File: config.mk
export PLATFORM = sky130hd
export DESIGN_NAME = bus_cycle_logger
export DESIGN_NICKNAME = d
export VERILOG_FILES = /design/src/rtl/bus_cycle_logger.sv
export SDC_FILE = /design/constraint.sdc
export NUM_CORES = 1
export LEC_CHECK = 0
export BUFFER_PORTS_ARGS = -buffer_cell sky130_fd_sc_hd__buf_2
export CORE_MARGIN = 5
export CORE_UTILIZATION = 65
export CTS_CLUSTER_SIZE = 16
export DETAILED_ROUTE_END_ITERATION = 12
export PLACE_DENSITY_LB_ADDON = 0.08
export SYNTH_ARGS = -nofsm -noshare
export SYNTH_HDL_FRONTEND = slang
export SYNTH_SLANG_ARGS = --single-unit
File: constraint.sdc
create_clock -name clk -period 26.5 [get_ports clk]
set_clock_uncertainty 0.15 [all_clocks]
set_input_delay 5.3 -clock clk [delete_from_list [all_inputs] [get_ports clk]]
set_output_delay 5.3 -clock clk [all_outputs]
set_load 0.005 [all_outputs]
File: src/rtl/bus_cycle_logger.sv
module bus_cycle_logger #(
  parameter int AW = 32,
  parameter int DW = 32,
  parameter int WEW = 2,
  parameter int SIDW = 8,
  parameter int TSW = 48,
  parameter int DEPTH = 8,
  parameter int OFFW = 4,
  parameter int FLOW_BIT = 30,
  parameter logic [AW-1:0] LOG_BASE = 32'hFF00_0000,
  parameter logic [OFFW-1:0] OFF_KF = 4'h0,
  parameter logic [OFFW-1:0] OFF_UF = 4'h4,
  parameter logic [OFFW-1:0] OFF_SID = 4'h8
) (
  input  logic            clk,
  input  logic            rst_n,
  input  logic            cs_i,
  input  logic [AW-1:0]   addr_i,
  input  logic [DW-1:0]   data_i,
  input  logic [WEW-1:0]  wen_n_i,
  input  logic            pop_i,
  input  logic            ovf_clr_i,
  output logic            rec_valid_o,
  output logic [2:0]      rec_type_o,
  output logic [AW-1:0]   rec_addr_o,
  output logic [DW-1:0]   rec_data_o,
  output logic [SIDW-1:0] rec_sid_o,
  output logic [TSW-1:0]  rec_ts_o,
  output logic            ovf_o
);

  localparam int PW = (DEPTH > 1) ? $clog2(DEPTH) : 1;
  localparam logic [PW:0] FULL_OCC = (PW+1)'(DEPTH);

  localparam logic [2:0] K_FETCH = 3'd0;
  localparam logic [2:0] K_FLOW  = 3'd1;
  localparam logic [2:0] K_KF    = 3'd2;
  localparam logic [2:0] K_UF    = 3'd3;
  localparam logic [2:0] K_SPACE = 3'd4;
  localparam logic [2:0] K_WRITE = 3'd5;

  logic            cs_q;
  logic [TSW-1:0]  ts_q;
  logic [SIDW-1:0] sid_q;
  logic [PW:0]     wp_q, rp_q;

  logic [2:0]      typ_m  [DEPTH];
  logic [AW-1:0]   addr_m [DEPTH];
  logic [DW-1:0]   data_m [DEPTH];
  logic [SIDW-1:0] sid_m  [DEPTH];
  logic [TSW-1:0]  ts_m   [DEPTH];

  wire rise  = cs_i & ~cs_q;
  wire [PW:0] occ = wp_q - rp_q;
  wire full  = (occ == FULL_OCC);
  wire empty = (occ == '0);
  wire push  = rise & ~full;
  wire pop   = pop_i & ~empty;

  wire is_read  = &wen_n_i;
  wire all_wr   = ~|wen_n_i;
  wire in_win   = addr_i[AW-1:OFFW] == LOG_BASE[AW-1:OFFW];
  wire [OFFW-1:0] off = addr_i[OFFW-1:0];

  logic [2:0]      kind;
  logic [SIDW-1:0] rec_sid;

  always_comb begin
    if (is_read)                          kind = K_FETCH;
    else if (all_wr && !addr_i[FLOW_BIT]) kind = K_FLOW;
    else if (in_win && off == OFF_KF)     kind = K_KF;
    else if (in_win && off == OFF_UF)     kind = K_UF;
    else if (in_win && off == OFF_SID)    kind = K_SPACE;
    else                                  kind = K_WRITE;
  end

  always_comb begin
    case (kind)
      K_KF, K_UF: rec_sid = sid_q;
      K_SPACE:    rec_sid = data_i[SIDW-1:0];
      default:    rec_sid = '0;
    endcase
  end

  always_ff @(posedge clk) begin
    if (!rst_n) begin
      cs_q  <= 1'b1;
      ts_q  <= '0;
      sid_q <= '0;
      wp_q  <= '0;
      rp_q  <= '0;
      ovf_o <= 1'b0;
    end else begin
      cs_q <= cs_i;
      ts_q <= ts_q + {{(TSW-1){1'b0}}, 1'b1};
      if (rise && kind == K_SPACE) sid_q <= data_i[SIDW-1:0];
      if (push) wp_q <= wp_q + 1'b1;
      if (pop)  rp_q <= rp_q + 1'b1;
      if (rise && full) ovf_o <= 1'b1;
      else if (ovf_clr_i) ovf_o <= 1'b0;
    end
  end

  always_ff @(posedge clk) begin
    if (push) begin
      typ_m[wp_q[PW-1:0]]  <= kind;
      addr_m[wp_q[PW-1:0]] <= addr_i;
      data_m[wp_q[PW-1:0]] <= data_i;
      sid_m[wp_q[PW-1:0]]  <= rec_sid;
      ts_m[wp_q[PW-1:0]]   <= ts_q;
    end
  end

  assign rec_valid_o = ~empty;
  assign rec_type_o  = typ_m[rp_q[PW-1:0]];
  assign rec_addr_o  = addr_m[rp_q[PW-1:0]];
  assign rec_data_o  = data_m[rp_q[PW-1:0]];
  assign rec_sid_o   = sid_m[rp_q[PW-1:0]];
  assign rec_ts_o    = ts_m[rp_q[PW-1:0]];


  full_drop_chk: assert property (@(posedge clk) disable iff (!rst_n)
    (rise && full) |=> ovf_o);


  ovf_hold_chk: assert property (@(posedge clk) disable iff (!rst_n)
    (ovf_o && !ovf_clr_i) |=> ovf_o);


  ovf_clear_chk: assert property (@(posedge clk) disable iff (!rst_n)
    (ovf_clr_i && !rise) |=> !ovf_o);


  sid_stable_chk: assert property (@(posedge clk) disable iff (!rst_n)
    !rise |=> $stable(sid_q));


  occ_bound_chk: assert property (@(posedge clk) disable iff (!rst_n)
    occ <= FULL_OCC);


  empty_pop_chk: assert property (@(posedge clk) disable iff (!rst_n)
    (empty && !rise) |=> !rec_valid_o);


  hold_high_chk: assert property (@(posedge clk) disable iff (!rst_n)
    (cs_q && !pop && !ovf_clr_i) |=> $stable(wp_q));

endmodule

==> results of run 1 <==
stage by stage:
step	hold slack (ps)	cell area, sq um	total power [uW]	std cells
after floorplan	286	40200	2230	1841
after global placement	296	42100	2380	2774
after detailed placement	303	42100	2390	2774
after CTS	313	45200	3710	2955
after global routing	360	45200	3810	2956
final	314	45200	3670	2960
cell type report:
cell class                      count  area, sq um  area share [%]
Sequential cell                  1053        30900            68.5
Multi-Input combinational cell    687         8900            19.7
Clock buffer                      137         2750            6.09
Timing Repair Buffer              228         1240            2.74
Tap cell                          790          988            2.19
Clock inverter                     44          295           0.654
Inverter                           16         60.1           0.133
Antenna cell                        5         12.5          0.0277
worst max-delay path, stage by stage (launching register included):
cell and delay, ps:
sky130_fd_sc_hd__dfxtp_4 950, sky130_fd_sc_hd__buf_12 780, sky130_fd_sc_hd__mux4_2 630, sky130_fd_sc_hd__mux2_2 290, sky130_fd_sc_hd__buf_2 140
routing by layer:
layer	global-route usage [%]	share of wire, %	wire [um]	vias to the layer above
met2	40.8	51	41000	641
met1	34.5	41	32700	10100
met3	4.60	6.4	5180	103
met5	0	0.071	57	-
met4	5.86	1.7	1370	10
li1	-	-	-	8203
logic make-up (layout without fill, tap and decap cells):
family	count (synthesis)	after routing	share of synthesized area [%]
AOI/OAI and AO/OA	65	65	0.963
muxes	371	371	17.3
other	0	5	0
and+or+nand+nor	212	212	2.87
adders and majority gates	6	6	0.187
DFF	1053	1053	77.0
buffers and inverters	101	425	0.966
xor gates and xnor gates	33	33	0.720
worst max-delay path by stage:
stage | slack (ps) | start | end | cells after the start
floorplan | 8100 | cs_i | addr_m[0][0]$_DFFE_PP_ | 4
global placement | 17800 | addr_i[15] | sid_m[4][6]$_DFFE_PP_ | 6
detailed placement | 17650 | addr_i[15] | sid_m[0][0]$_DFFE_PP_ | 6
CTS | 17340 | register | rec_ts_o[47] | 4
global route | 17160 | register | rec_addr_o[21] | 4
finish | 17480 | register | rec_addr_o[21] | 4
registers in the layout, indices dropped and copies added (netlist names), 8 cells and up, named ones only:
name	cells
data_m	256
sid_m	64
addr_m	256
typ_m	24
ts_m	384
ts_q	48
sid_q	8
layout by cell type (no fill, tap or decap), types with 8 or more instances in the layout:
master                        n
sky130_fd_sc_hd__xor2_1       9
sky130_fd_sc_hd__nor3_1      12
sky130_fd_sc_hd__nand3_1     35
sky130_fd_sc_hd__mux4_2     246
sky130_fd_sc_hd__buf_2      195
sky130_fd_sc_hd__clkinv_1    24
sky130_fd_sc_hd__or4_1        9
sky130_fd_sc_hd__dfxtp_1     66
sky130_fd_sc_hd__clkbuf_16  102
sky130_fd_sc_hd__nand4_1     13
sky130_fd_sc_hd__inv_1       15
sky130_fd_sc_hd__mux2_2     123
sky130_fd_sc_hd__or3_1       10
sky130_fd_sc_hd__nand2_1     34
sky130_fd_sc_hd__edfxtp_1   984
sky130_fd_sc_hd__nor4_1      15
sky130_fd_sc_hd__clkbuf_1    28
sky130_fd_sc_hd__clkinv_2    12
sky130_fd_sc_hd__xnor2_1     24
sky130_fd_sc_hd__a21oi_1     22
sky130_fd_sc_hd__nor2_1      40
sky130_fd_sc_hd__buf_4       32
sky130_fd_sc_hd__a22o_1       8
sky130_fd_sc_hd__o21ai_0     24
power breakdown:
group	internal (uW)	leakage, uW	switching [uW]	total (uW)
Sequential	1830	0.00954	26.5	1850
Combinational	269	0.00317	221	490
Clock	753	0.00149	572	1320
==> implementation parameters, run 1 <==
Parameter                              Value

Power and ir drop
  Total power divided by cell area ... 81.2 nW/um^2
  Peak ir drop on the vdd network ... 72.7 uV
  Leak ... 0.0142 uW

Job
  Max Cap Viol ... 0

Floorplanning
  Effective utilization at floorplan ... 65.3%
  Die width ... 259 um
  Core box area ... 61500 sq um
  Total die area ... 66900 sq um
  I/O pin count ... 196
  Row count ... 91
  Die H ... 259 um

STA
  Final setup viols ... 0
  Final hold violation count ... 0
  Final worst slack ... 17480 ps
  Final critical-path required period ... 9020 ps
  Worst slew slack as a fraction of its limit ... 10.7%
  Worst Tran Pin Value ... 1330 ps
  Crit share post-route ... 34.0%
  TNS Setup ... 0 ps
  RSZ-0062 raised after global routing ... false
  Slew Viols, Final ... 0
  Fmax ... 0.111 GHz

Logic synthesis
  FFs w/ async S/R, synth ... 0%
  Netlist cell types ... 43
  Number of warnings issued by yosys ... 0
  Netlist area before placement ... 40200 sq um
  Most common cell in the synthesized netlist ... sky130_fd_sc_hd__edfxtp_1
  Largest area contributor in the netlist ... sky130_fd_sc_hd__edfxtp_1
  Part of the Yosys area used for sequential elements ... 77.0%
  Post-synthesis sequential element count ... 1053
  Fraction of synthesized cell area taken by the top area cell type ... 73.6%
  Number of flops mapped to enable cells by yosys ... 984
  Cell types occupying the most area after synthesis ... sky130_fd_sc_hd__edfxtp_1, sky130_fd_sc_hd__mux4_2, sky130_fd_sc_hd__mux2_2
  Cell count after synthesis ... 1841
  Ranking of synthesized cells by instance count ... sky130_fd_sc_hd__edfxtp_1, sky130_fd_sc_hd__mux4_2, sky130_fd_sc_hd__mux2_2
  Mean post-synth cell area ... 21.8 sq um
  Synthesized netlist net count ... 1918
  Most instantiated flip-flop cell in the synthesis netlist ... sky130_fd_sc_hd__edfxtp_1

Worst hold path
  Worst min-delay path class ... register to register
  Hold endpoint ... sid_q[5]$_SDFFE_PN0P_
  Hold path startpoint ... sid_q[5]$_SDFFE_PN0P_
  Hold depth ... 2

Final layout
  Final core utilization ... 73.5%
  Layout Nets ... 2163
  Layout cell share with drive strength beyond 1 ... 34.4%
  Layout-stage area growth over the synthesis result ... 12.5%
  Count of filler cells inserted in the layout ... 3466

Clock tree
  Root cell of the clock tree ... sky130_fd_sc_hd__clkbuf_16
  Worst skew pair latency ... 640 ps
  Count of hold-fix buffers inserted at cts ... 0
  TritonCTS clock tree ... yes
  Setup Buffers After CTS ... 0
  Resize count post-CTS ... 0
  Total clock buffers created by CTS ... 100
  # H-tree levels ... 3
  Maximum buffer depth of the clock tree ... 3
  Clk pin slew, worst setup/hold paths ... 60 ps
  Clock sink count ... 1053

Global route
  Pin count of the biggest net entering global routing ... 117
  Global-route wire length before repair ... 123000 um
  Initial antenna violation count ... 10
  Vias in the first global route ... 19900
  Aggregate global routing overflow ... 0
  GRT Util Overall ... 24.4%

Critical path
  Data arrival time at the worst-slack endpoint ... 3570 ps
  CP Capture Type ... output port
  R2r worst-path depth ... 7
  CP Data Required Time ... 21050 ps
  Crit Reg-Reg Endpoint ... data_m[6][17]$_DFFE_PP_
  CP Launch Type ... register
  Startpoint of the worst-slack reg-to-reg timing path ... wp_q[1]$_SDFFE_PN0P_
  Register-to-register setup slack ... 22370 ps
  Critical path class ... register to output port
  Largest fanout on the critical path ... 116

Placement
  Hpwl dp ... 42900 um
  Post-Place Setup Slack ... 17650 ps
  IO buf count ... 195
  Routability-driven placement congestion ratio ... 0.743

Routing
  Residual antenna-violating net count after detailed routing ... 0
  Drt first-iter violations ... 1781
  Pre-antenna DRT Iters ... 5
  Total routed wirelength ... 80400 um
  Number of vias after detailed routing ... 19100
  Final routed wire length divided by cell count ... 27.1 um
  Remaining DRCs ... 0
  Number of vias per cell ... 6.45

Run status
  Status ... finished clean
Power figures use the tool's default switching activity.
==> inputs of run 2 (changes only) <==
--- a/config.mk
+++ b/config.mk
@@ -7,7 +7,7 @@
 export LEC_CHECK = 0
 export BUFFER_PORTS_ARGS = -buffer_cell sky130_fd_sc_hd__buf_2
 export CORE_MARGIN = 5
-export CORE_UTILIZATION = 65
+export CORE_UTILIZATION = 55
 export CTS_CLUSTER_SIZE = 16
 export DETAILED_ROUTE_END_ITERATION = 12
 export PLACE_DENSITY_LB_ADDON = 0.08
==> constraint.sdc (replaced) <==
create_clock -name clk -period 7.34 [get_ports clk]
set_clock_uncertainty 0.15 [all_clocks]
set_input_delay 1.468 -clock clk [delete_from_list [all_inputs] [get_ports clk]]
set_output_delay 1.468 -clock clk [all_outputs]
set_load 0.005 [all_outputs]
==> implementation parameters, run 2 (synthesis gave the netlist of run 1 again) <==
Parameter                              Value

Critical path
  R2r worst-path depth ... 8 (+1)
  Last element of the critical path ... rec_type_o[0]
  CP bufs+invs ... 2 (unchanged)
  Startpoint of the worst-slack reg-to-reg timing path ... wp_q[1]$_SDFFE_PN0P_
  CP Launch Type ... register
  Data arrival time at the worst-slack endpoint ... 3240 ps (-330 ps)
  Register-to-register setup slack ... 3130 ps (-19240 ps)
  Max incr delay on CP ... 740 ps (-210 ps)
  Largest fanout on the critical path ... 164 (+41%)
  CP top delay family ... buffers and inverters
  Critical path class ... register to output port
  Cell depth of the worst setup path ... 4 (unchanged)
  Cell chain of the critical path ... buf_12 > mux4_2 > mux2_2 > buf_2
  CP Data Required Time ... 5720 ps (-15330 ps)
  Library cell contributing the largest single delay on the critical path ... sky130_fd_sc_hd__buf_12
  Crit Reg-Reg Endpoint ... data_m[3][17]$_DFFE_PP_
  CP Capture Type ... output port

Floorplanning
  Effective utilization at floorplan ... 55.2% (-10 points)
  I/O pin count ... 196 (unchanged)
  Die width ... 280 um (+8.4%)
  Row count ... 99 (+8.8%)
  Core box area ... 72700 sq um (+18%)
  Total die area ... 78500 sq um (+17%)
  Die H ... 280 um (+8.4%)

Final layout
  Cell area after layout ... 46100 sq um (+1.9%)
  Commonest cells after routing, fill and taps aside ... sky130_fd_sc_hd__edfxtp_1, sky130_fd_sc_hd__mux4_2, sky130_fd_sc_hd__buf_2
  Max FFs per register ... 384 (unchanged)
  Layout-stage area growth over the synthesis result ... 14.7%
  Most common cell after layout, fill and taps aside ... sky130_fd_sc_hd__edfxtp_1
  Layout cell share with drive strength beyond 1 ... 35.3% (+0.93 points)
  Final core utilization ... 63.3% (-10 points)
  Layout Nets ... 2165 (+0.092%)

STA
  Fmax ... 0.206 GHz
  Worst Tran Pin Value ... 1160 ps (-171 ps)
  Final critical-path required period ... 4850 ps
  Worst slew slack as a fraction of its limit ... 22.7% (+12 points)
  Slew Viols, Final ... 0 (unchanged)
  Final setup viols ... 0 (unchanged)
  Final hold violation count ... 0 (unchanged)
  Crit share post-route ... 66.1%
  RSZ-0062 raised after global routing ... false

Clock tree
  Count of hold-fix buffers inserted at cts ... 0 (unchanged)
  Maximum buffer depth of the clock tree ... 3 (unchanged)
  Setup Buffers After CTS ... 0 (unchanged)
  Clk pin slew, worst setup/hold paths ... 60 ps (about the same)
  Root cell of the clock tree ... sky130_fd_sc_hd__clkbuf_16
  Clock sink count ... 1053 (unchanged)
  # H-tree levels ... 3 (unchanged)
  TritonCTS clock tree ... yes
  Resize count post-CTS ... 0 (unchanged)
  Total clock buffers created by CTS ... 104 (+4.0%)
  Worst skew pair latency ... 640 ps (about the same)

Routing
  Total routed wirelength ... 81900 um (+1.9%)
  Pre-antenna DRT Iters ... 5 (unchanged)
  Number of vias after detailed routing ... 18800 (-1.5%)
  Final routed wire length divided by cell count ... 26.1 um (-4.0%)
  Residual antenna-violating net count after detailed routing ... 0 (unchanged)
  Number of vias per cell ... 5.98 (-7.2%)
  Drt first-iter violations ... 1408 (-21%)
  Remaining DRCs ... 0 (unchanged)

Placement
  Routability-driven placement congestion ratio ... 0.723 (-2.7%)
  IO buf count ... 195 (unchanged)
  Cell Area, Placed ... 42500 sq um (+0.81%)
  Hpwl dp ... 42600 um (-0.75%)

Global route
  GRT Util Overall ... 20.8% (-3.6 points)
  Initial antenna violation count ... 9 (-1)
  Pin count of the biggest net entering global routing ... 165 (+41%)
  Vias in the first global route ... 19900 (-0.34%)
  Global-route wire length before repair ... 123000 um (+0.21%)
  Aggregate global routing overflow ... 0 (unchanged)

Power and ir drop
  Peak ir drop on the vdd network ... 194 uV (+170%)
  Leak ... 0.0145 uW (+1.9%)
  Total power divided by cell area ... 302 nW/um^2 (+270%)

Worst hold path
  Worst min-delay path class ... register to register

Job
  Max Cap Viol ... 0 (unchanged)

Run status
  Status ... finished clean
## run 2: cell count changes in the layout (fill, tap and decap cells not counted), sizes merged
cell,change
clkinv,-3
clkinvlp,+5
inv,-2
buf,-2
bufinv,+9
clkbuf,+7
## run 2: worst min path at each step
stage	start	to	slack [ps]	depth (start not counted)
3_3_place_gp	sid_q[2]$_SDFFE_PN0P_	sid_q[2]$_SDFFE_PN0P_	300	2
5_1_grt	sid_q[2]$_SDFFE_PN0P_	sid_q[2]$_SDFFE_PN0P_	330	2
3_5_place_dp	sid_q[2]$_SDFFE_PN0P_	sid_q[2]$_SDFFE_PN0P_	300	2
4_1_cts	sid_q[2]$_SDFFE_PN0P_	sid_q[2]$_SDFFE_PN0P_	310	2
6_report	sid_q[5]$_SDFFE_PN0P_	sid_q[5]$_SDFFE_PN0P_	310	2
2_1_floorplan	sid_q[0]$_SDFFE_PN0P_	sid_q[0]$_SDFFE_PN0P_	290	2
## run 2: per-layer routing
| metal | track usage, % | part of all wire [%] | vias to the layer above |
|---|---|---|---|
| met3 | 3.61 | 5.4 | 97 |
| met4 | 4.39 | 1.4 | 6 |
| met2 | 35.3 | 51 | 441 |
| met5 | 0 | 0.046 | - |
| li1 | - | - | 8201 |
| met1 | 29.0 | 42 | 10100 |
## run 2: through the flow
| stage | power, uW | setup WS, ps | setup TNS [ps] | std cells | hold WS, ps |
|---|---|---|---|---|---|
| finish | 13900 | 2490 | 0 | 3143 | 312 |
| global route | 14500 | 2400 | 0 | 3138 | 329 |
| CTS | 14100 | 2460 | 0 | 3138 | 310 |
| detailed placement | 8660 | 2770 | 0 | 2941 | 301 |
| global placement | 8640 | 2830 | 0 | 2941 | 299 |
| floorplan | 8030 | -2090 | -1041310 | 1841 | 286 |
## run 2: power by group
part,internal (uW),total (uW),switching [uW]
logic,981,1830,854
clock network,3280,5430,2150
registers,6600,6650,48.5
total,10900,13900,3050
## run 2: worst reg2reg max path, stage by stage (launching register included)
cell and delay (ps):
sky130_fd_sc_hd__dfxtp_1 700, sky130_fd_sc_hd__ha_1 360, sky130_fd_sc_hd__and3b_1 200, sky130_fd_sc_hd__or3_1 380, sky130_fd_sc_hd__nand4_1 190, sky130_fd_sc_hd__nand2_1 320, sky130_fd_sc_hd__nor3_4 270, sky130_fd_sc_hd__buf_4 550
sky130_fd_sc_hd__buf_4 670
## run 2: area by class of cell
type | instances | area [sq um]
flip-flops and latches | 1053 | 30900
diodes | 5 | 12.5
multi-input cells | 687 | 8960
clock inverters | 53 | 564
clock buffers | 144 | 3010
fillers | 4968 | 26700
well taps | 959 | 1200
inverters | 16 | 60.1
repair buffers | 226 | 1310
==> inputs of run 3 (changes only) <==
==> constraint.sdc (replaced) <==
create_clock -name clk -period 4.3 [get_ports clk]
set_clock_uncertainty 0.15 [all_clocks]
set_input_delay 0.86 -clock clk [delete_from_list [all_inputs] [get_ports clk]]
set_output_delay 0.86 -clock clk [all_outputs]
set_load 0.005 [all_outputs]
==> implementation parameters, run 3 (synthesis gave the netlist of run 1 again) <==
Parameter                              Value

Run status
  Status ... finished clean

Critical path
  Register-to-register setup slack ... 1100 ps (-2030 ps)
  Max incr delay on CP ... 880 ps (+140 ps)
  R2r worst-path depth ... 8 (unchanged)
  CP Data Required Time ... 3290 ps (-2430 ps)
  Data arrival time at the worst-slack endpoint ... 2720 ps (-520 ps)
  Cell chain of the critical path ... buf_4 > mux4_2 > mux2_2 > buf_2
  Startpoint of the worst-slack reg-to-reg timing path ... wp_q[0]$_SDFFE_PN0P_
  CP bufs+invs ... 2 (unchanged)
  CP top delay family ... flip-flops
  CP Launch Type ... register
  Library cell contributing the largest single delay on the critical path ... sky130_fd_sc_hd__dfxtp_4
  Critical path class ... register to output port
  Crit Reg-Reg Endpoint ... data_m[6][18]$_DFFE_PP_
  CP Capture Type ... output port
  Largest fanout on the critical path ... 42 (-74%)

STA
  Worst slew slack as a fraction of its limit ... 34.5% (+12 points)
  Final critical-path required period ... 3730 ps
  Slew Viols, Final ... 0 (unchanged)
  TNS Setup ... 0 ps (unchanged)
  Crit share post-route ... 86.8%
  Final worst slack ... 570 ps (-1920 ps)
  Final hold violation count ... 0 (unchanged)
  Worst Tran Pin Value ... 969 ps (-190 ps)
  RSZ-0062 raised after global routing ... false
  Fmax ... 0.268 GHz
  Final setup viols ... 0 (unchanged)

Final layout
  Count of filler cells inserted in the layout ... 4935 (-0.66%)
  Max FFs per register ... 384 (unchanged)
  Layout-stage area growth over the synthesis result ... 15.4%
  Most common cell after layout, fill and taps aside ... sky130_fd_sc_hd__edfxtp_1
  Layout Nets ... 2185 (+0.92%)
  Layout cell share with drive strength beyond 1 ... 36.1% (+0.81 points)
  Final core utilization ... 63.7% (+0.41 points)
  Cell area after layout ... 46300 sq um (+0.64%)
  Commonest cells after routing, fill and taps aside ... sky130_fd_sc_hd__edfxtp_1, sky130_fd_sc_hd__mux4_2, sky130_fd_sc_hd__buf_2

Routing
  Number of vias per cell ... 6.00 (+0.37%)
  Remaining DRCs ... 0 (unchanged)
  Number of vias after detailed routing ... 18900 (+0.78%)
  Residual antenna-violating net count after detailed routing ... 0 (unchanged)
  Final routed wire length divided by cell count ... 25.8 um (-1.1%)
  Drt first-iter violations ... 1282 (-8.9%)
  Pre-antenna DRT Iters ... 5 (unchanged)
  Total routed wirelength ... 81400 um (-0.68%)

Job
  Max Cap Viol ... 0 (unchanged)

Global route
  Initial antenna violation count ... 6 (-3)
  Pin count of the biggest net entering global routing ... 79 (-52%)
  Aggregate global routing overflow ... 0 (unchanged)
  GRT Util Overall ... 21.0% (+0.20 points)
  Vias in the first global route ... 19900 (+0.38%)
  Global-route wire length before repair ... 125000 um (+1.1%)

Clock tree
  Clock sink count ... 1053 (unchanged)
  Setup Buffers After CTS ... 0 (unchanged)
  Count of hold-fix buffers inserted at cts ... 0 (unchanged)
  Worst skew pair latency ... 640 ps (about the same)
  Resize count post-CTS ... 0 (unchanged)
  Root cell of the clock tree ... sky130_fd_sc_hd__clkbuf_16
  # H-tree levels ... 3 (unchanged)
  Maximum buffer depth of the clock tree ... 3 (unchanged)
  TritonCTS clock tree ... yes
  Clk pin slew, worst setup/hold paths ... 70 ps (about the same)
  Total clock buffers created by CTS ... 104 (unchanged)

Floorplanning
  I/O pin count ... 196 (unchanged)
  Core box area ... 72700 sq um (unchanged)
  Die H ... 280 um (unchanged)
  Total die area ... 78500 sq um (unchanged)
  Effective utilization at floorplan ... 55.2% (unchanged)
  Row count ... 99 (unchanged)
  Die width ... 280 um (unchanged)

Worst hold path
  Hold depth ... 2 (unchanged)
  Hold endpoint ... cs_q$_SDFF_PN1_
  Hold path startpoint ... cs_i
  Worst min-delay path class ... input pin to register

Placement
  Hpwl dp ... 43900 um (+3.1%)
  Cell Area, Placed ... 43000 sq um (+1.1%)
  Routability-driven placement congestion ratio ... 0.730 (+0.95%)
  IO buf count ... 195 (unchanged)
  Post-Place Setup Slack ... 831 ps (-1940 ps)

Power and ir drop
  Overall power consumption ... 23400 uW (+68%)
  Leak ... 0.0146 uW (+0.68%)
  Peak ir drop on the vdd network ... 411 uV (+110%)
  Total power divided by cell area ... 505 nW/um^2 (+67%)
==> run 3: worst max path at each step <==
stage                               startpoint                endpoint  slack [ps]  cells after the start
final                                 register           rec_data_o[1]         570                      4
after global routing                  register          rec_data_o[31]         440                      4
after CTS                             register           rec_data_o[1]         480                      4
after detailed placement            addr_i[10]   sid_m[0][3]$_DFFE_PP_         830                      7
after global placement              addr_i[10]   sid_m[0][4]$_DFFE_PP_         910                      7
after floorplan           wp_q[1]$_SDFFE_PN0P_  addr_m[0][0]$_DFFE_PP_       -1800                      6
==> run 3: report_power, final <==
group          internal, uW  switching [uW]
sequential            11300            98.9
combinational          1730            1450
clock                  5210            3640
total                 18200            5190
==> run 3: worst register-to-register path, stage by stage, from the launching register on <==
cell	delay (ps)
sky130_fd_sc_hd__dfxtp_2	380
sky130_fd_sc_hd__inv_4	120
sky130_fd_sc_hd__ha_1	190
sky130_fd_sc_hd__and3b_1	190
sky130_fd_sc_hd__or3_1	360
sky130_fd_sc_hd__and4_2	290
sky130_fd_sc_hd__nor2_1	130
sky130_fd_sc_hd__and4_4	690
sky130_fd_sc_hd__buf_12	360
==> run 3: cell type report <==
type / instances / area, sq um / share of cell area, %
antenna: 3 / 7.51 / 0.0162
clock buffer: 144 / 3000 / 6.48
clock inverter: 48 / 388 / 0.837
inverter: 16 / 62.6 / 0.135
multi-input combinational: 687 / 8990 / 19.4
sequential: 1053 / 31000 / 66.8
tap: 959 / 1200 / 2.59
timing repair buffer: 246 / 1750 / 3.77
==> run 3: per-layer routing <==
layer  up-vias  part of all wire (%)  GRT usage, %
li1       8258                     -             -
met5         -                 0.049             0
met1     10100                    42          29.4
met2       455                    51          35.6
met3       113                   5.5          3.73
met4         6                   1.7          4.26
==> run 3: stage by stage <==
step | hold WS, ps | instances
global route | 257 | 3153
finish | 282 | 3156
floorplan | 286 | 1841
global placement | 296 | 2961
CTS | 243 | 3153
detailed placement | 301 | 2961
